$ cat config.mk
export PLATFORM = sky130hd
export DESIGN_NAME = vram_slot_arbiter
export DESIGN_NICKNAME = d
export VERILOG_FILES = /design/src/rtl/vram_slot_arbiter.sv
export SDC_FILE = /design/constraint.sdc
export NUM_CORES = 1
export LEC_CHECK = 0
export BUFFER_PORTS_ARGS = -buffer_cell sky130_fd_sc_hd__clkbuf_2
export CORE_ASPECT_RATIO = 0.6
export CORE_MARGIN = 2
export CORE_UTILIZATION = 43
export CTS_BUF_LIST = sky130_fd_sc_hd__clkbuf_16
export DETAILED_ROUTE_END_ITERATION = 6
export GPL_TIMING_DRIVEN = 0
export PLACE_DENSITY = 0.94
export SLEW_MARGIN = 30
export SYNTH_ARGS = -nofsm -noshare
export SYNTH_HDL_FRONTEND = slang
export SYNTH_SLANG_ARGS = --single-unit
$ cat constraint.sdc
create_clock -name clk -period 4.49 [get_ports clk]
set_input_delay 0.898 -clock clk [delete_from_list [all_inputs] [get_ports clk]]
set_output_delay 0.898 -clock clk [all_outputs]
set_load 0.02 [all_outputs]
$ cat src/rtl/vram_slot_arbiter.sv
module vram_slot_arbiter #(
  parameter int AW = 15,
  parameter int DW = 16,
  parameter logic [AW-1:0] TOP_ADDR = 15'h4AFF,
  parameter int SCREEN2_WORD = 4800
) (
  input  logic          clk,
  input  logic          rst_n,
  input  logic          mcs_n,
  input  logic          rd_n,
  input  logic          lwr_n,
  input  logic          hwr_n,
  input  logic          bhe_n,
  input  logic          wide,
  input  logic          strobe_lanes,
  input  logic          swap,
  input  logic [AW-1:0] addr,
  input  logic [DW-1:0] wdata,
  output logic [DW-1:0] dout,
  output logic          wait_n,
  input  logic          disp_active,
  input  logic          disp_upper,
  input  logic [AW-2:0] disp_word,
  output logic [DW-1:0] disp_data,
  output logic          disp_valid,
  output logic          cse,
  output logic          ram_en,
  output logic [1:0]    ram_we,
  output logic [AW-2:0] ram_addr,
  output logic [DW-1:0] ram_wdata,
  input  logic [DW-1:0] ram_rdata
);
  localparam int HB = DW / 2;
  localparam int WW = AW - 1;

  logic slot, served, done, grant_q, fetch_q;
  logic [DW-1:0] rdata_q;

  wire is_rd    = !rd_n;
  wire wr_lo    = !lwr_n;
  wire wr_hi    = wide && strobe_lanes && !hwr_n;
  wire cpu_req  = !mcs_n && (is_rd || wr_lo || wr_hi);
  wire in_range = addr <= TOP_ADDR;
  wire grant    = cpu_req && in_range && !served && (!disp_active || !slot);

  assign cse = disp_active && slot;

  logic [1:0] be;
  always_comb begin
    if (!wide)             be = addr[0] ? {wr_lo, 1'b0} : {1'b0, wr_lo};
    else if (strobe_lanes) be = {wr_hi, wr_lo};
    else                   be = {!bhe_n, !addr[0]} & {2{wr_lo}};
  end

  wire [HB-1:0] lo_src = (wide && swap) ? wdata[DW-1:HB] : wdata[HB-1:0];
  wire [HB-1:0] hi_src = !wide ? wdata[HB-1:0] : (swap ? wdata[HB-1:0] : wdata[DW-1:HB]);

  assign ram_en    = grant || cse;
  assign ram_we    = (grant && !is_rd) ? be : 2'b00;
  assign ram_wdata = {hi_src, lo_src};
  assign ram_addr  = cse ? disp_word + (disp_upper ? WW'(SCREEN2_WORD) : '0) : addr[AW-1:1];

  logic [DW-1:0] rd_arr;
  always_comb begin
    if (!wide)     rd_arr = {{HB{1'b0}}, addr[0] ? ram_rdata[DW-1:HB] : ram_rdata[HB-1:0]};
    else if (swap) rd_arr = {ram_rdata[HB-1:0], ram_rdata[DW-1:HB]};
    else           rd_arr = ram_rdata;
  end

  always_ff @(posedge clk) begin
    if (!rst_n) begin
      slot    <= 1'b0;
      served  <= 1'b0;
      done    <= 1'b0;
      grant_q <= 1'b0;
      fetch_q <= 1'b0;
      rdata_q <= '0;
    end else begin
      slot    <= !slot;
      grant_q <= grant;
      fetch_q <= cse;
      served  <= cpu_req && (served || grant);
      done    <= cpu_req && (done || grant_q);
      if (grant_q && is_rd) rdata_q <= rd_arr;
    end
  end

  assign dout       = (!mcs_n && is_rd && in_range && done) ? rdata_q : '0;
  assign wait_n     = !(cpu_req && in_range && !done && disp_active);
  assign disp_data  = ram_rdata;
  assign disp_valid = fetch_q;

  p_reset_idle_r1: assert property (@(posedge clk) !rst_n |=> (wait_n && !cse && !grant_q));
  p_disp_tick_r2: assert property (@(posedge clk) disable iff (!rst_n)
    cse |-> (ram_en && ram_we == 2'b00));
  p_alternate_r2: assert property (@(posedge clk) disable iff (!rst_n)
    (disp_active && cse) |=> !cse);
  p_next_slot_r3: assert property (@(posedge clk) disable iff (!rst_n)
    (cse && cpu_req && in_range && !served) |=> (!cpu_req || !disp_active || (ram_en && !cse)));
  p_blank_grant_r5: assert property (@(posedge clk) disable iff (!rst_n)
    (!disp_active && cpu_req && in_range && !served) |-> ram_en);
  p_out_of_range_r6: assert property (@(posedge clk) disable iff (!rst_n)
    (cpu_req && !in_range) |-> (wait_n && dout == '0 && ram_we == 2'b00));
  p_idle_bus_r12: assert property (@(posedge clk) disable iff (!rst_n)
    (rd_n || mcs_n) |-> dout == '0);
  p_fetch_valid_r13: assert property (@(posedge clk) disable iff (!rst_n)
    cse |=> disp_valid);
endmodule

==> out/qor.csv, run 1 <==
metric,value,unit
finalWeightedCongestion,0.9066,
final.setup_skew,1.171,ps
finalHoldWorstSlack,441.4,ps
dr.pass1.iters,4,
crit_top_cell,clkbuf_2,
grt_pass1_vias,1832,
layout-drive-gt1-share,51.42,%
seq_area_frac_synth,23.03,%
worst_pin_slew,525.6,ps
ys_ff_latch,21,
die_x,88.12,um
final_common_cell,clkbuf_2,
initial_core_util,44.54,%
maxSlewViolCount,0,
antenna_left,0,
cts-htree-levels,1,
hold_class,reg -> reg,
mostFrequentLayoutCells,"clkbuf_2, mux2_1, dfxtp_1, and2_1, buf_4",
final_nets,431,
critPathArrivalTime,2600,ps
core,4099,sq um
grt_max_degree,13,
preCtsSetupSlack,1036,ps
leakage,1.380,nW
tritoncts,done,
outcome,completed,
worst_path_max_delay_cell,fa_1,
cts_root_buf,clkbuf_16,
grt_pass1_wl,8.514,mm
ir_worst_vdd,0.1479,mV
cp-end-kind,output pin,
cts_made_buffers,3,
synthDistinctLibCells,42,
crit_chain,clkbuf_2 > ha_1 > inv_1 > fa_1 > and3b_1 > nor2_1 > xnor2_1 > mux2_2 > clkbuf_2,
rsz0062_at_grt,no,
postSynthAreaPerCell,8.693,sq um
setup_tns,0,ps
dieArea,4800,sq um
drt_iter0_drc,76,
yosysWarningCount,0,
num_rows,18,
numPortBuffers,138,
period_share,77.85,%
hold_buffers,0,
syn-num-nets,288,
cp_max_fo,5,
max_freq,286.1,MHz
postCtsSetupRepairBufs,0,
die_height,54.47,um
fin_ws,994.6,ps
track_usage,23.24,%
path_delay_family,adder cells,
critPathMaxStageDelay,410,ps
path_class,in -> out,
drv_cap,0,
multi_input_area,1212,sq um
diodes,0,
num_vias,2060,
vias_per_cell,5.000,
antenna_found_initial,0,
synth_cells,210,
wirelength,5.706,mm
clock_path_buffers,2,
fillers,362,
final-seq-area,420.4,sq um
syn_to_final_growth,46.33,%
pin_count,141,
wl_per_cell,13.85,um
critPathBufInv,3,
grt_overflow_total,0,
drc,0,
clock_sinks,21,
start_kind,input port,
hold_viol_final,0,
total_power,0.5971,mW
min_period,3495,ps
syn_area,1826,sq um
slew_headroom,64.89,%
cts.repair.resized,0,
setup_violations,0,
clock_latency,250,ps
clk_pin_slew,60,ps
powerDensity,223.5,nW/um^2
crit_required,3590,ps
hpwl,4.662,mm
==> sequential cells by signal, indices dropped and copies added (netlist names) <==
| signal | cells |
|---|---|
| grant_q | 1 |
| rdata_q | 16 |
| slot | 1 |
| served | 1 |
| done | 1 |
| disp_valid | 1 |
==> area by class of cell <==
class                      count  share of cell area, %
inverter                       4                 0.5621
multi-input combinational    158                  45.39
buffer                        27                  6.651
sequential                    21                  15.74
tap                           60                  2.810
clock buffer                   3                  2.810
clock inverter                 1                 0.1874
timing repair buffer         138                  25.85
==> final timing paths <==
check	startpoint	endpoint	slack, ps	cells after the start
hold reg to reg	slot	slot	440	1
setup / recovery	disp_upper	ram_addr[10]	990	9
setup reg to reg	grant_q	rdata_q[7]	2870	4
hold / removal	slot	slot	440	1
==> metrics by stage <==
| stage | utilization [%] | cell area (sq um) | cells |
|---|---|---|---|
| after floorplan | - | 1826 | 210 |
| after global placement | 63.22 | 2591 | 408 |
| after detailed placement | 63.22 | 2591 | 408 |
| after CTS | 65.17 | 2671 | 412 |
| after global routing | 65.17 | 2671 | 412 |
| final | 65.17 | 2671 | 412 |
==> cell usage after synthesis (all sizes together) <==
library cell  instances  area [sq um]
nor2b                10         62.56
and2                 17         106.4
nand3                 1         5.000
inv                   4         15.01
fa                    1         20.02
nand2b                3         18.77
a211o                 1         8.760
o211ai                2         15.01
xor2                  3         26.28
dfxtp                21         420.4
mux2i                 9         102.6
nor2                  8         30.03
nand2                14         55.06
a2111oi               1         15.01
clkbuf                5         18.77
a21oi                11         55.05
o21ai                16         83.83
ha                    4         50.05
a22oi                 8         60.06
nand4b                1         8.760
and3b                 1         8.760
nor3                  2         10.01
mux2                 32         360.4
a211oi                1         7.510
nor3b                 2         15.01
a31oi                 1         12.51
and3                  3         23.77
xnor2                 2         17.52
a21o                  1         7.510
o31ai                 1         7.510
buf                  22         158.9
nand3b                2         18.77
==> power breakdown <==
part           leakage, nW  switching [mW]  total (mW)  internal (mW)
Combinational         1.17           0.121       0.217         0.0953
Sequential           0.170         0.00278       0.194          0.192
Clock               0.0409          0.0666       0.186          0.120
Total                 1.38           0.191       0.597          0.406
==> per-layer routing <==
metal	vias up	track usage, %	wire [um]
li1	1009	-	-
met2	82	43.81	2808
met3	14	5.279	351
met4	0	7.323	98
met5	-	0	0
met1	955	26.83	2448
==> cells by family (layout without fill, tap and decap cells) <==
kind of cell,count (synthesis),count (layout),share of synthesized area (%)
fa+ha+maj,5,5,3.838
simple gates,64,64,19.88
buf+inv,31,173,10.55
flops,21,21,23.03
compound gates,43,43,14.94
xor+xnor,5,5,2.399
mux,41,41,25.36
(Power assumes the default switching activity.)
==> inputs of run 2 (changes only) <==
Settings changed: ABC_AREA from default to 1, CORE_UTILIZATION 43 to 37, PLACE_DENSITY 0.94 to 0.85.
Clock period 4.49 ns to 2.95 ns, I/O delays scaled along.
==> run 2 against run 1 <==
  * Area after synthesis grew 5.1%
  * Power grew 57%
  * Utilization shrank 10 points
  * Clock power grew 58%
  * Die area grew 21%
  * Clock-buffer cell count is the same
  * Sequential power grew 54%
  * Clock skew grew 3.2 ps
  * Hold slack lost 22 ps
  * Wire length grew 7.7%
  * Synthesized cell count grew 55%
  * Flip-flop and latch count is the same
==> out/qor.csv, run 2 <==
metric,value,unit,change
outcome,completed,,unchanged
dieArea,5795,sq um,was 4800 sq um
yosys.area.top_type_share,21.92,%,was 23.03%
critPathBufInv,3,,unchanged
track_usage,20.89,%,was 23.24%
ys_top_cells_by_area,"dfxtp_1, nand2_1, inv_1, a21oi_1, buf_4",,"was dfxtp_1, mux2_1, buf_4, and2_1, mux2_2"
final_common_cell,clkbuf_2,,unchanged
setup_tns,0,ps,unchanged
yosysMostFrequentCell,nand2_1,,was mux2_1
syn-num-nets,403,,was 288
clock_sinks,21,,unchanged
synth_cells,325,,was 210
wirelength,6.144,mm,was 5.706 mm
cts.repair.resized,0,,unchanged
die_x,96.95,um,was 88.12 um
postSynthAreaPerCell,5.902,sq um,was 8.693 sq um
drt_iter0_drc,99,,was 76
r2r-start,grant_q,,unchanged
layoutNonFillerInstCount,533,,was 412
rsz0062_at_grt,no,,unchanged
clock_latency,260,ps,was 250 ps
grt_max_degree,14,,was 13
grt_pass1_vias,2222,,was 1832
final_util,55.15,%,was 65.17%
cp-end-kind,output pin,,unchanged
crit_end,ram_addr[12],,was ram_addr[10]
yosys-top-cells-count,"nand2_1, inv_1, nor2_1, a21oi_1, o21ai_0",,"was mux2_1, dfxtp_1, and2_1, buf_4, nand2_1"
critPathMaxStageDelay,410,ps,about the same
layout-drive-gt1-share,37.26,%,was 51.42%
clock_path_buffers,2,,unchanged
worst_pin_slew,437.9,ps,was 525.6 ps
path_class,in -> out,,unchanged
finalWeightedCongestion,0.8458,,was 0.9066
ys_ff_latch,21,,unchanged
cts_made_buffers,3,,unchanged
drv_cap,0,,unchanged
largest-register,rdata_q,,unchanged
cp_max_fo,5,,unchanged
mostFrequentLayoutCells,"clkbuf_2, nand2_1, inv_1, nor2_1, a21oi_1",,"was clkbuf_2, mux2_1, dfxtp_1, and2_1, buf_4"
hold_viol_final,0,,unchanged
die_height,59.77,um,was 54.47 um
reg2reg_slack,1540,ps,was 2870 ps
final_area,2774,sq um,was 2671 sq um
wl_per_cell,11.53,um,was 13.85 um
initial_core_util,38.13,%,was 44.54%
slew_headroom,70.81,%,was 64.89%
cts-htree-levels,1,,unchanged
core,5030,sq um,was 4099 sq um
setup_violations,0,,unchanged
ys_async_sr_fraction,0,%,unchanged
grt_overflow_total,0,,unchanged
tritoncts,done,,unchanged
worst_path_max_delay_cell,fa_1,,unchanged
syn_to_final_growth,44.62,%,was 46.33%
leakage,1.579,nW,was 1.380 nW
powerDensity,337.4,nW/um^2,was 223.5 nW/um^2
syn_area,1918,sq um,was 1826 sq um
yosys.area.top_type,dfxtp_1,,unchanged
max_freq,358.4,MHz,
synthDistinctLibCells,26,,was 42
cts_root_buf,clkbuf_16,,unchanged
hold_buffers,0,,unchanged
ys.flop_type,dfxtp_1,,unchanged
antenna_left,0,,unchanged
synth_edf_count,0,,unchanged
antenna_found_initial,0,,unchanged
vias_per_cell,4.752,,was 5.000
critPathArrivalTime,2200,ps,was 2600 ps
seq_area_frac_synth,21.92,%,was 23.03%
min_period,2790,ps,
reg2reg_depth,6,,was 4
fin_ws,160.1,ps,was 994.6 ps
dr.pass1.iters,4,,unchanged
preCtsSetupSlack,173.4,ps,was 1036 ps
postCtsSetupRepairBufs,0,,unchanged
total_power,0.9358,mW,was 0.5971 mW
num_rows,20,,was 18
yosysWarningCount,0,,unchanged
hold_class,reg -> reg,,unchanged
diodes,0,,unchanged
path_delay_family,adder cells,,unchanged
regToRegEndpoint,rdata_q[4],,was rdata_q[7]
finalHoldWorstSlack,419.1,ps,was 441.4 ps
final.setup_skew,4.353,ps,was 1.171 ps
path_depth,10,,was 9
place_inst,529,,was 408
crit_required,2360,ps,was 3590 ps
crit_chain,clkbuf_2 > ha_1 > inv_1 > fa_1 > o21bai_1 > nand2_1 > o21bai_1 > nand3_1 > nand2_1 > clkbuf_2,,was clkbuf_2 > ha_1 > inv_1 > fa_1 > and3b_1 > nor2_1 > xnor2_1 > mux2_2 > clkbuf_2
drc,0,,unchanged
grt_pass1_wl,9.784,mm,was 8.514 mm
final_nets,546,,was 431
ir_worst_vdd,0.2396,mV,was 0.1479 mV
clk_pin_slew,60,ps,about the same
hpwl,5.093,mm,was 4.662 mm
pin_count,141,,unchanged
placed_area,2691,sq um,was 2591 sq um
maxSlewViolCount,0,,unchanged
largest_reg_flops,16,,unchanged
period_share,94.57,%,
numPortBuffers,138,,unchanged
num_vias,2533,,was 2060
holdCritStartpoint,slot,,unchanged
start_kind,input port,,unchanged
crit_start,disp_upper,,unchanged
run 2: changes by cell type after synthesis, sizes merged, moves of 6 or more:
cell    previous run  this run
nor2               8        38
a21oi             11        27
nand3              1        11
mux2              32         0
inv                4        57
nor2b             10         0
and2              17         0
o211ai             2         8
o21ai             16        22
nand2             14        85
mux2i              9         0
run 2: power by group:
group,switching [mW],leakage (nW),internal (mW)
clock,0.110,0.0371,0.184
combinational,0.211,1.37,0.134
sequential,0.00417,0.171,0.294
run 2: cell families (layout without fill, tap and decap cells):
logic type / after synthesis / in the layout / synth area share [%]
compound gates: 71 / 71 / 21.33
xor+xnor: 2 / 2 / 0.9134
fa+ha+maj: 5 / 5 / 3.653
buf+inv: 85 / 227 / 21.07
flops: 21 / 21 / 21.92
simple gates: 141 / 141 / 31.12
run 2: routing by layer:
layer / vias up / wire [um] / global-route usage [%]
li1: 1300 / - / -
met5: - / 0 / 0
met2: 121 / 2705 / 37.00
met3: 8 / 669 / 6.901
met4: 0 / 82 / 5.634
met1: 1104 / 2686 / 24.95
run 2: how the worst min path moves through the flow:
stage | to | slack, ps | cells past startpoint
final | slot | 420 | 1
after global routing | slot | 450 | 1
after CTS | slot | 420 | 1
after detailed placement | slot | 410 | 1
after global placement | slot | 400 | 1
after floorplan | slot | 390 | 1
run 2: layout make-up:
cell class / count / area, sq um
buffer: 28 / 190.2
clock buffer: 3 / 75.07
clock inverter: 1 / 7.507
fill: 500 / 2256
inverter: 57 / 214.0
multi-input combinational: 219 / 1094
sequential: 21 / 420.4
tap: 66 / 82.58
timing repair buffer: 138 / 690.7
